===== src/rtl/dual_chan_port_ctrl.sv =====
module dual_chan_port_ctrl #(
  parameter int AW    = 8,
  parameter int DW    = 32,
  parameter int DEPTH = 4,
  parameter int GW    = 4
) (
  input  logic          clk,
  input  logic          rst_n,
  input  logic          a_push,
  input  logic [AW-1:0] a_addr,
  input  logic          b_push,
  input  logic [AW-1:0] b_addr,
  output logic          a_full,
  output logic          b_full,
  input  logic          seq_grant,
  input  logic [GW-1:0] fc_ingress,
  input  logic [GW-1:0] fc_subport,
  output logic          rd_req,
  output logic [AW-1:0] rd_addr,
  input  logic          rd_rvalid,
  input  logic [DW-1:0] rd_rdata,
  output logic          o_valid,
  input  logic          o_ready,
  output logic [DW-1:0] o_hi_word,
  output logic [DW-1:0] o_lo_word,
  output logic          o_lo_idle,
  output logic          o_hi_src,
  output logic          o_lo_src
);
  localparam int HW = 2 * GW;
  localparam int PW = (DEPTH > 1) ? $clog2(DEPTH) : 1;
  localparam int CW = $clog2(DEPTH + 1);

  typedef enum logic [1:0] {IDLE, REQ, WAIT, OUT} state_t;
  state_t st;

  logic [AW-1:0] q    [2][DEPTH];
  logic [PW-1:0] wp   [2];
  logic [PW-1:0] rp   [2];
  logic [CW-1:0] cnt  [2];
  logic [1:0]    push, full, push_ok;
  logic [1:0]    pop_n [2];
  logic [AW-1:0] in_addr [2];

  logic          last_b, chan, lo_used;
  logic [AW-1:0] hi_a, lo_a;
  logic [DW-1:0] hw, lw;
  logic [HW-1:0] gbits;

  assign push       = {b_push, a_push};
  assign in_addr[0] = a_addr;
  assign in_addr[1] = b_addr;
  assign gbits      = {fc_ingress, fc_subport};

  for (genvar s = 0; s < 2; s++) begin : g_q
    assign full[s]    = (cnt[s] == CW'(DEPTH));
    assign push_ok[s] = push[s] && !full[s];
  end
  assign a_full = full[0];
  assign b_full = full[1];

  logic          p1_ok, p1_b, p2_ok, p2_b, take;
  logic [CW-1:0] ca2, cb2;

  assign p1_ok = (cnt[0] != 0) || (cnt[1] != 0);
  assign p1_b  = ((cnt[0] != 0) && (cnt[1] != 0)) ? !last_b : (cnt[1] != 0);
  assign ca2   = cnt[0] - CW'(p1_ok && !p1_b);
  assign cb2   = cnt[1] - CW'(p1_ok && p1_b);
  assign p2_ok = (ca2 != 0) || (cb2 != 0);
  assign p2_b  = ((ca2 != 0) && (cb2 != 0)) ? !p1_b : (cb2 != 0);
  assign take  = (st == IDLE) && seq_grant && p1_ok;

  always_comb begin
    pop_n[0] = '0;
    pop_n[1] = '0;
    if (take) begin
      pop_n[p1_b] = 2'd1;
      if (p2_ok) pop_n[p2_b] = pop_n[p2_b] + 2'd1;
    end
  end

  always_ff @(posedge clk) begin
    for (int s = 0; s < 2; s++)
      if (push_ok[s]) q[s][wp[s]] <= in_addr[s];
  end

  always_ff @(posedge clk or negedge rst_n) begin
    if (!rst_n) begin
      for (int s = 0; s < 2; s++) begin
        wp[s]  <= '0;
        rp[s]  <= '0;
        cnt[s] <= '0;
      end
    end else begin
      for (int s = 0; s < 2; s++) begin
        if (push_ok[s]) wp[s] <= wp[s] + PW'(1);
        rp[s]  <= rp[s] + PW'(pop_n[s]);
        cnt[s] <= cnt[s] + CW'(push_ok[s]) - CW'(pop_n[s]);
      end
    end
  end

  always_ff @(posedge clk or negedge rst_n) begin
    if (!rst_n) begin
      st       <= IDLE;
      last_b   <= 1'b1;
      chan     <= 1'b0;
      lo_used  <= 1'b0;
      hi_a     <= '0;
      lo_a     <= '0;
      o_hi_src <= 1'b0;
      o_lo_src <= 1'b0;
      hw       <= '0;
      lw       <= '0;
    end else begin
      case (st)
        IDLE: if (take) begin
          hi_a     <= q[p1_b][rp[p1_b]];
          lo_a     <= q[p2_b][rp[p2_b] + PW'(p1_b == p2_b)];
          o_hi_src <= p1_b;
          o_lo_src <= p2_ok ? p2_b : 1'b0;
          lo_used  <= p2_ok;
          last_b   <= p2_ok ? p2_b : p1_b;
          chan     <= 1'b0;
          st       <= REQ;
        end
        REQ: st <= WAIT;
        WAIT: if (rd_rvalid) begin
          if (!chan) begin
            if (lo_used) begin
              hw   <= rd_rdata;
              chan <= 1'b1;
              st   <= REQ;
            end else begin
              hw <= {rd_rdata[DW-1:HW], gbits};
              lw <= '0;
              st <= OUT;
            end
          end else begin
            hw <= {hw[DW-1:HW], gbits};
            lw <= {rd_rdata[DW-1:HW], gbits};
            st <= OUT;
          end
        end
        OUT: if (o_ready) begin
          chan <= 1'b0;
          st   <= IDLE;
        end
        default: st <= IDLE;
      endcase
    end
  end

  assign rd_req    = (st == REQ);
  assign rd_addr   = chan ? lo_a : hi_a;
  assign o_valid   = (st == OUT);
  assign o_hi_word = hw;
  assign o_lo_word = lw;
  assign o_lo_idle = !lo_used;
endmodule


===== config.mk =====
export PLATFORM = sky130hd
export DESIGN_NAME = dual_chan_port_ctrl
export DESIGN_NICKNAME = d
export VERILOG_FILES = /design/src/rtl/dual_chan_port_ctrl.sv
export SDC_FILE = /design/constraint.sdc
export NUM_CORES = 1
export LEC_CHECK = 0
export ABC_AREA = 1
export BUFFER_PORTS_ARGS = -buffer_cell sky130_fd_sc_hd__buf_2
export CELL_PAD_IN_SITES_DETAIL_PLACEMENT = 0
export CELL_PAD_IN_SITES_GLOBAL_PLACEMENT = 2
export CORE_ASPECT_RATIO = 0.75
export CORE_MARGIN = 2
export CORE_UTILIZATION = 37
export CTS_BUF_LIST = sky130_fd_sc_hd__clkbuf_8
export CTS_CLUSTER_DIAMETER = 100
export DETAILED_ROUTE_END_ITERATION = 8
export PLACE_DENSITY = 0.91
export SLEW_MARGIN = 5
export SYNTH_ARGS = -nofsm -noshare
export SYNTH_HDL_FRONTEND = slang
export SYNTH_SLANG_ARGS = --single-unit

===== constraint.sdc =====
create_clock -name clk -period 9.8 [get_ports clk]
set_clock_uncertainty 0.2 [all_clocks]
set_input_delay 1.96 -clock clk [delete_from_list [all_inputs] [get_ports clk]]
set_output_delay 1.96 -clock clk [all_outputs]
set_load 0.02 [all_outputs]

==> impl_metrics.toml, run 1 <==
[run_status]
outcome = "complete, no violations"

[detailed_routing]
wire_per_inst_um = 15.8
drtIter0Drc = 580
ant_nets = 0
vias = 6493
via_per_inst = 4.68
wl_um = 22000
drc = 0
drt_pre_antenna_iters = 5

[timing]
finalCritPeriodShare = 0.547
tns_ns = 0
tightestPinTransition_ns = 1.10
clock.fmax_mhz = 187
setup_viol = 0
rsz0062_at_grt = "no"
slew_viol_final = 0
hold_viol = 0
layout_min_cycle_time_ns = 5.36
slew_headroom = 0.264

[final_layout]
fin_nets = 1168
drive_above_1_share = 0.182
multiInputGateArea_sq_um = 2890
stdcell_count = 1388
final_cell_mix = "nand2_1, inv_1, buf_2, o21ai_0, dfrtp_1"
nFillCells = 2152
final-seq-area_sq_um = 4450
area_delta_synth_final_pct = 15.7
utilization = 0.441
layout_commonest_cell = "nand2_1"
antennaDiodeCount = 0

[placed_design]
dp_hpwl_um = 15400
io_buffers = 141
routabilityCongestion = 0.788
placedCellCount = 1356

[die]
dieHeight_um = 132
io_pins = 142
core_sq_um = 21400
start_util = 0.381
die_w_um = 175
die-area_sq_um = 23200
num_rows = 46

[setup_path]
cp-startpoint = "cnt[2]"
r2r_setup_slack_ns = 4.44
cp-endpoint = "lo_a[5]"
rr_startpoint = "cnt[2]"
path_common_cell = "nand2_1"
cp_top_family = "simple AND/OR/NAND/NOR gates"
crit_type = "flop to flop"
path_max_fanout = 73
worstSetupEndpointType = "flop"
critical_path_buf_inv_count = 6
crit_chain = "inv_2 > nand3_2 > nand2_4 > inv_2 > nor2_1 > ha_1 > inv_1 > nor2_1 > nand3_2 > nand3_4 > nand2_2 > inv_1 > ha_1 > inv_1 > ha_1 > inv_1 > nand3_1 > nand2_1 > nand2_1 > nand2_1 > nand2_1 > nand2_1"
reg2reg_depth = 22
r2r-end = "lo_a[5]"
crit_required_ns = 9.95
arrival_ns = 5.51
cp.depth = 22
critical_path.slowest_cell = "nand2_2"
start_kind = "flop"
cpPeakStageDelay_ns = 0.73

[worst_hold_path]
hold_class = "flop to flop"
min_path_cells = 2
min_from = "lo_a[5]"

[synth]
synth_nets = 1045
async_flop_share = 0.612
synth-main-ff-cell = "dfrtp_1"
netlist_area_sq_um = 8140
synth-seq-cells = 165
avgSynthCellArea_sq_um = 8.44
yosysWarningCount = 0
synthDistinctLibCells = 34
synth_edf_count = 64
synthCells = 964
ys_seq_area_frac = 0.547

[job]
cap_violations = 0

[clocking]
cts.htree.levels = 4
cts_buffers = 17
ctsResizeCount = 0
clk_path_buf_depth = 2
clock-sinks = 165
cts_root_buf = "clkbuf_8"
cts_hold_buf = 0
clk_latency_ns = 0.47
cts_tree = "done"
clk_pin_slew_ns = 0.09
post_cts_buffers = 0

[grt]
grt_use_total = 0.196
grt_pass1_wl_um = 35200
antenna_found_initial = 0
grt.overflow.total = 0
grt_pass1_vias = 6180
grt_max_degree = 74
[worst min path at each step]
stage | slack [ns] | end
6_report | 0.28 | lo_a[5]
5_1_grt | 0.31 | lo_a[6]
4_1_cts | 0.29 | hi_a[0]
3_5_place_dp | 0.27 | hi_a[0]
3_3_place_gp | 0.26 | o_hi_word[2]
2_1_floorplan | 0.25 | lo_a[0]
[layout make-up]
type	instances	area share
timing repair buffer	148	0.0808
sequential	165	0.472
clock inverter	14	0.0130
tap	288	0.0383
clock buffer	18	0.0263
multi-input combinational	599	0.307
inverter	156	0.0624
[state kept, by name, summed over array words and instances (netlist names)]
signal / flops
rp: 4
o_lo_word: 32
lo_a: 8
hi_a: 8
o_lo_src: 1
o_hi_word: 32
o_hi_src: 1
lo_used: 1
cnt: 6
wp: 4
q: 64
chan: 1
last_b: 1
st: 2
[worst reg2reg max path, cell delays in order, from the launching register on]
cell	delay, ns
dfrtp_1	0.41
inv_2	0.10
nand3_2	0.18
nand2_4	0.55
inv_2	0.11
nor2_1	0.12
ha_1	0.23
inv_1	0.05
nor2_1	0.04
nand3_2	0.11
nand3_4	0.33
nand2_2	0.73
inv_1	0.11
ha_1	0.30
inv_1	0.05
ha_1	0.68
inv_1	0.45
nand3_1	0.21
nand2_1	0.08
nand2_1	0.07
nand2_1	0.05
nand2_1	0.05
nand2_1	0.05
[kinds of logic (layout without fill, tap and decap cells)]
logic type,count (synthesis),after routing,synth area share
AOI/OAI and AO/OA,168,168,0.106
buffers and inverters,200,336,0.0984
and+or+nand+nor,399,399,0.204
DFF,165,165,0.547
adders and majority gates,18,18,0.0295
xor gates and xnor gates,14,14,0.0151
[layer usage]
| layer | vias up | track usage | share of wire |
|---|---|---|---|
| li1 | 3289 | - | - |
| met1 | 3047 | 0.294 | 0.51 |
| met2 | 140 | 0.289 | 0.44 |
| met3 | 17 | 0.0385 | 0.046 |
| met4 | 0 | 0.0528 | 0.013 |
| met5 | - | 0 | 0 |
[stage by stage]
stage / hold WS (ns) / setup WS [ns] / instance area [sq um]
floorplan: 0.249 / 5.98 / 8140
global placement: 0.262 / 4.56 / 9050
detailed placement: 0.266 / 4.46 / 9050
CTS: 0.288 / 4.42 / 9420
global route: 0.305 / 3.90 / 9420
finish: 0.281 / 4.44 / 9420
[cell usage after synthesis (2+ instances only)]
| cell | n | share of area |
|---|---|---|
| a21oi_1 | 2 | 0.0012 |
| buf_2 | 19 | 0.012 |
| buf_4 | 4 | 0.0037 |
| clkbuf_1 | 19 | 0.0088 |
| dfrtp_1 | 100 | 0.31 |
| edfxtp_1 | 64 | 0.24 |
| fa_1 | 2 | 0.0049 |
| ha_1 | 16 | 0.025 |
| inv_1 | 149 | 0.069 |
| inv_2 | 5 | 0.0023 |
| nand2_1 | 276 | 0.13 |
| nand2_2 | 6 | 0.0046 |
| nand2_4 | 2 | 0.0028 |
| nand3_1 | 76 | 0.047 |
| nand3_2 | 3 | 0.0037 |
| nor2_1 | 33 | 0.015 |
| o21ai_0 | 136 | 0.084 |
| o21ai_1 | 22 | 0.014 |
| o21ai_2 | 3 | 0.0032 |
| xnor2_1 | 2 | 0.0022 |
| xor2_1 | 12 | 0.013 |
Power of run 1 is not shown: default switching activity piles up to over one toggle a cycle in this logic, so the estimate is an artifact.
==> run 2: changes to the inputs <==
--- a/config.mk
+++ b/config.mk
@@ -11,11 +11,11 @@
 export CELL_PAD_IN_SITES_GLOBAL_PLACEMENT = 2
 export CORE_ASPECT_RATIO = 0.75
 export CORE_MARGIN = 2
-export CORE_UTILIZATION = 37
+export CORE_UTILIZATION = 34
 export CTS_BUF_LIST = sky130_fd_sc_hd__clkbuf_8
 export CTS_CLUSTER_DIAMETER = 100
 export DETAILED_ROUTE_END_ITERATION = 8
-export PLACE_DENSITY = 0.91
+export PLACE_DENSITY = 0.85
 export SLEW_MARGIN = 5
 export SYNTH_ARGS = -nofsm -noshare
 export SYNTH_HDL_FRONTEND = slang
==> constraint.sdc (replaced) <==
create_clock -name clk -period 5.6 [get_ports clk]
set_clock_uncertainty 0.2 [all_clocks]
set_input_delay 1.12 -clock clk [delete_from_list [all_inputs] [get_ports clk]]
set_output_delay 1.12 -clock clk [all_outputs]
set_load 0.02 [all_outputs]
==> run 2 against run 1 <==
Net effect:
- global-route usage is 1.8 points lower
- non-clock buffer count grew 4
- count of clock-buffer cells in the layout unchanged
- design area is 0.60% higher
- critical path depth increased by 1
- via count up 1.9%
- critical endpoint is now cnt[2]
==> impl_metrics.toml, run 2 (synthesized netlist as in run 1, its figures left out) <==
[final_layout]
area_delta_synth_final_pct = 16.4
fin_area_sq_um = 9480
fin_nets = 1172
antennaDiodeCount = 0
layout_commonest_cell = "nand2_1"
largest_reg_flops = 64
drive_above_1_share = 0.187
final_cell_mix = "nand2_1, inv_1, buf_2, o21ai_0, dfrtp_1"
stdcell_count = 1404
nFillCells = 2442

[setup_path]
crit_required_ns = 5.78
reg2reg_depth = 23
path_max_fanout = 35
start_kind = "flop"
r2r_setup_slack_ns = 1.33
rr_startpoint = "cnt[3]"
crit_chain = "nor2_2 > nand2_2 > nand2_4 > nand2_4 > inv_2 > nor2_1 > ha_1 > inv_1 > nor2_1 > nand3_2 > nand3_4 > nand2_2 > inv_1 > ha_1 > inv_1 > o21ai_1 > nand3_1 > xor2_1 > ha_1 > inv_1 > fa_1 > xnor2_1 > xor2_1"
path_common_cell = "inv_1"
critical_path_buf_inv_count = 5
critical_path.slowest_cell = "nand2_2"
cp_top_family = "simple AND/OR/NAND/NOR gates"
crit_type = "flop to flop"
cpPeakStageDelay_ns = 0.42
r2r-end = "cnt[2]"
worstSetupEndpointType = "flop"
arrival_ns = 4.45

[die]
dieHeight_um = 138
start_util = 0.350
num_rows = 48
die_w_um = 183
die-area_sq_um = 25200
io_pins = 142
core_sq_um = 23200

[clocking]
clk_pin_slew_ns = 0.09
cts_buffers = 17
cts_tree = "done"
ctsResizeCount = 0
cts.htree.levels = 4
clock-sinks = 165
post_cts_buffers = 0
clk_path_buf_depth = 2
cts_root_buf = "clkbuf_8"
clk_latency_ns = 0.47
cts_hold_buf = 0

[timing]
fin_ws_ns = 1.33
layout_min_cycle_time_ns = 4.27
slew_headroom = 0.247
rsz0062_at_grt = "no"
setup_viol = 0
hold_viol = 0
slew_viol_final = 0
finalCritPeriodShare = 0.763
tns_ns = 0
tightestPinTransition_ns = 1.13
clock.fmax_mhz = 234

[detailed_routing]
wire_per_inst_um = 15.8
drtIter0Drc = 407
ant_nets = 0
wl_um = 22200
via_per_inst = 4.71
drc = 0
vias = 6615
drt_pre_antenna_iters = 4

[worst_hold_path]
hold_class = "flop to flop"
min_from = "hi_a[0]"
min_path_cells = 2
hold_end = "hi_a[0]"

[placed_design]
placed_area_sq_um = 9090
io_buffers = 141
place_ws_ns = 1.32
placedCellCount = 1372
routabilityCongestion = 0.769
dp_hpwl_um = 15700

[grt]
antenna_found_initial = 0
grt_use_total = 0.179
grt.overflow.total = 0
grt_pass1_wl_um = 34400
grt_pass1_vias = 6425
grt_max_degree = 73

[run_status]
outcome = "complete, no violations"

[job]
cap_violations = 0
==> run 2: cell count changes in the layout (fill, tap and decap cells not counted), sizes merged <==
cell      change
buf           +4
inv           +2
clkinvlp      -2
==> run 2: worst reg2reg max path: stages (launching register included) <==
cell,delay [ns]
dfrtp_1,0.41
nor2_2,0.15
nand2_2,0.10
nand2_4,0.10
nand2_4,0.05
inv_2,0.07
nor2_1,0.04
ha_1,0.27
inv_1,0.06
nor2_1,0.04
nand3_2,0.10
nand3_4,0.36
nand2_2,0.43
inv_1,0.08
ha_1,0.28
inv_1,0.05
o21ai_1,0.09
nand3_1,0.20
xor2_1,0.19
ha_1,0.16
inv_1,0.05
fa_1,0.39
xnor2_1,0.18
xor2_1,0.16
==> run 2: how the worst max path moves through the flow <==
| stage | start | endpoint | cells past startpoint |
|---|---|---|---|
| after floorplan | cnt[3] | cnt[2] | 25 |
| after CTS | cnt[3] | cnt[2] | 23 |
| after global routing | cnt[3] | cnt[2] | 23 |
| final | cnt[3] | cnt[2] | 23 |
| after detailed placement | cnt[3] | cnt[2] | 23 |
| after global placement | cnt[3] | cnt[2] | 23 |
==> run 2: final cells by class <==
cell class,instances,area [sq um],area share
inverter,156,588,0.0621
timing repair buffer,152,791,0.0834
tap,300,375,0.0396
clock buffer,18,248,0.0261
clock inverter,14,134,0.0141
sequential,165,4450,0.470
multi-input combinational,599,2890,0.305
==> run 2: metrics by stage <==
step	util	hold WS, ns
after floorplan	-	0.249
after global placement	0.391	0.262
after detailed placement	0.391	0.265
after CTS	0.408	0.289
after global routing	0.408	0.313
final	0.408	0.282
==> run 2: per-layer routing <==
layer / global-route usage / vias to the layer above / part of all wire
met2: 0.273 / 133 / 0.45
li1: - / 3306 / -
met1: 0.250 / 3142 / 0.48
met3: 0.0365 / 34 / 0.041
met5: 0 / - / 0
met4: 0.0690 / 0 / 0.024
Power of run 2 is left out for the same reason.
==> run 3: changes to the inputs <==
--- a/config.mk
+++ b/config.mk
@@ -5,13 +5,13 @@
 export SDC_FILE = /design/constraint.sdc
 export NUM_CORES = 1
 export LEC_CHECK = 0
-export ABC_AREA = 1
+export ABC_AREA = 0
 export BUFFER_PORTS_ARGS = -buffer_cell sky130_fd_sc_hd__buf_2
 export CELL_PAD_IN_SITES_DETAIL_PLACEMENT = 0
 export CELL_PAD_IN_SITES_GLOBAL_PLACEMENT = 2
 export CORE_ASPECT_RATIO = 0.75
 export CORE_MARGIN = 2
-export CORE_UTILIZATION = 34
+export CORE_UTILIZATION = 38
 export CTS_BUF_LIST = sky130_fd_sc_hd__clkbuf_8
 export CTS_CLUSTER_DIAMETER = 100
 export DETAILED_ROUTE_END_ITERATION = 8
==> constraint.sdc (replaced) <==
create_clock -name clk -period 4.45 [get_ports clk]
set_clock_uncertainty 0.2 [all_clocks]
set_input_delay 0.89 -clock clk [delete_from_list [all_inputs] [get_ports clk]]
set_output_delay 0.89 -clock clk [all_outputs]
set_load 0.02 [all_outputs]
==> run 3 against run 2 <==
Net effect:
- routed wire length grew 3.8%
- utilization increased by 4.8 points
- maximum frequency increased by 3.9%
- final cell count is 20% lower
- register-to-register slack lost 0.99 ns
- count of clock-buffer cells in the layout is the same
- worst setup slack got worse by 0.99 ns
- design area increased by 1.5%
- global-route usage up 2.4 points
- largest cell class unchanged
- highest routed layer unchanged
==> impl_metrics.toml, run 3 <==
[die]
dieHeight_um = 131
io_pins = 142
num_rows = 46
core_sq_um = 21100
start_util = 0.387
die-area_sq_um = 22700
die_w_um = 173

[synth]
netlist_area_sq_um = 8170
synth_top_area_share = 0.306
ys_seq_area_frac = 0.545
synthAdderAreaFrac = 0.0294
yosysTopAreaCell = "dfrtp_1"
synth_edf_count = 64
async_flop_share = 0.612
synth-seq-cells = 165
yosysWarningCount = 0
synthDistinctLibCells = 57
synth_top_family_by_area = "compound AO/OA/AOI/OAI gates"
synth_area_leaders = "dfrtp_1, edfxtp_1, mux2i_1"
yosys-mux-area-fraction = 0.106
synth-simple-area-share = 0.0885
synth_most_common_cell = "dfrtp_1"
synth_compound_area_frac = 0.178
synth-main-ff-cell = "dfrtp_1"
synth_nets = 774
avgSynthCellArea_sq_um = 11.8
yosys-top-cells-count = "dfrtp_1, edfxtp_1, mux2i_1"
synthCells = 693
yosys.area_share.xor_xnor = 0.0202

[detailed_routing]
drt_pre_antenna_iters = 5
vias = 6179
wire_per_inst_um = 20.4
drtIter0Drc = 400
ant_nets = 0
drc = 0
wl_um = 23000
via_per_inst = 5.47

[timing]
slew_headroom = 0.183
tightestPinTransition_ns = 1.22
tns_ns = 0
slew_viol_final = 0
layout_min_cycle_time_ns = 4.11
rsz0062_at_grt = "no"
finalCritPeriodShare = 0.924
clock.fmax_mhz = 243
hold_viol = 0
setup_viol = 0

[run_status]
outcome = "complete, no violations"

[clocking]
cts.htree.levels = 4
ctsResizeCount = 0
clk_pin_slew_ns = 0.10
clk_latency_ns = 0.47
clock-sinks = 165
clk_path_buf_depth = 2
cts_buffers = 17
cts_root_buf = "clkbuf_8"
cts_hold_buf = 0
cts_tree = "done"
post_cts_buffers = 0

[setup_path]
cp_top_family = "compound AO/OA/AOI/OAI gates"
crit_type = "flop to flop"
start_kind = "flop"
worstSetupEndpointType = "flop"
r2r_setup_slack_ns = 0.34
crit_required_ns = 4.58
arrival_ns = 4.24
critical_path_buf_inv_count = 3
cpPeakStageDelay_ns = 0.45
path_common_cell = "nor2_1"
rr_startpoint = "cnt[4]"
critical_path.slowest_cell = "dfrtp_1"
reg2reg_depth = 16
r2r-end = "lo_a[5]"
path_max_fanout = 40
crit_chain = "o31a_1 > or2_4 > inv_2 > ha_1 > xor2_1 > nor2_1 > nor2_1 > mux2_1 > ha_2 > buf_12 > o2111ai_1 > buf_4 > o221ai_1 > nor3_1 > a22oi_1 > o21ai_1"

[grt]
grt_pass1_wl_um = 34800
grt.overflow.total = 0
antenna_found_initial = 0
grt_max_degree = 48
grt_pass1_vias = 6015
grt_use_total = 0.202

[final_layout]
nFillCells = 1990
antennaDiodeCount = 0
utilization = 0.456
fin_nets = 909
final-seq-area_sq_um = 4450
largest_reg_flops = 64
multiInputGateArea_sq_um = 3460
layout_commonest_cell = "buf_2"
fin_area_sq_um = 9620
area_delta_synth_final_pct = 17.7
drive_above_1_share = 0.288
final_cell_mix = "buf_2, dfrtp_1, edfxtp_1, mux2i_1, a21oi_1"

[placed_design]
io_buffers = 141
dp_hpwl_um = 16700
placed_area_sq_um = 9250
routabilityCongestion = 0.909

[job]
cap_violations = 0

[worst_hold_path]
hold_class = "primary input to async pin"
## run 3: cells by family (layout without fill, tap and decap cells)
family | count (synthesis) | in the layout
compound gates | 212 | 212
xor+xnor | 18 | 18
fa+ha+maj | 18 | 18
buf+inv | 65 | 213
flops | 165 | 165
mux | 82 | 82
simple gates | 133 | 133
## run 3: cell type report
class | instances | area share
repair buffers | 166 | 0.0957
well taps | 288 | 0.0375
clock buffers | 18 | 0.0257
multi-input cells | 463 | 0.360
clock inverters | 14 | 0.0130
flip-flops and latches | 165 | 0.463
inverters | 15 | 0.00585
## run 3: metal layers
layer,GRT usage,up-vias,share of wire
li1,-,2879,-
met1,0.276,3097,0.46
met2,0.323,176,0.47
met3,0.0495,27,0.049
met4,0.0578,0,0.017
met5,0,-,0
## run 3: worst max path at each step
stage | slack (ns) | depth (start not counted) | from | endpoint
final | 0.34 | 16 | cnt[4] | lo_a[5]
after global routing | 0.007 | 15 | cnt[3] | lo_a[1]
after global placement | 0.37 | 15 | cnt[3] | lo_a[2]
after detailed placement | 0.33 | 15 | cnt[3] | lo_a[1]
after CTS | 0.31 | 15 | cnt[3] | lo_a[5]
after floorplan | 0.01 | 21 | cnt[5] | lo_a[3]
## run 3: metrics by stage
stage | worst slack [ns] | instances | hold slack [ns]
floorplan | 0.0120 | 693 | 0.249
global placement | 0.369 | 1097 | 0.258
detailed placement | 0.328 | 1097 | 0.267
CTS | 0.313 | 1129 | 0.225
global route | 0.00650 | 1129 | 0.233
finish | 0.338 | 1129 | 0.224
## run 3: worst register-to-register path, delay by kind of cell, from the launching register on
kind                       cells  cell delay, ns
muxes                          1            0.35
AOI/OAI and AO/OA              5            1.06
buffers and inverters          3            0.51
adders and majority gates      2            0.56
DFF                            1            0.45
xor gates and xnor gates       1            0.21
and+or+nand+nor                4            0.65
Power of run 3 is left out for the same reason.
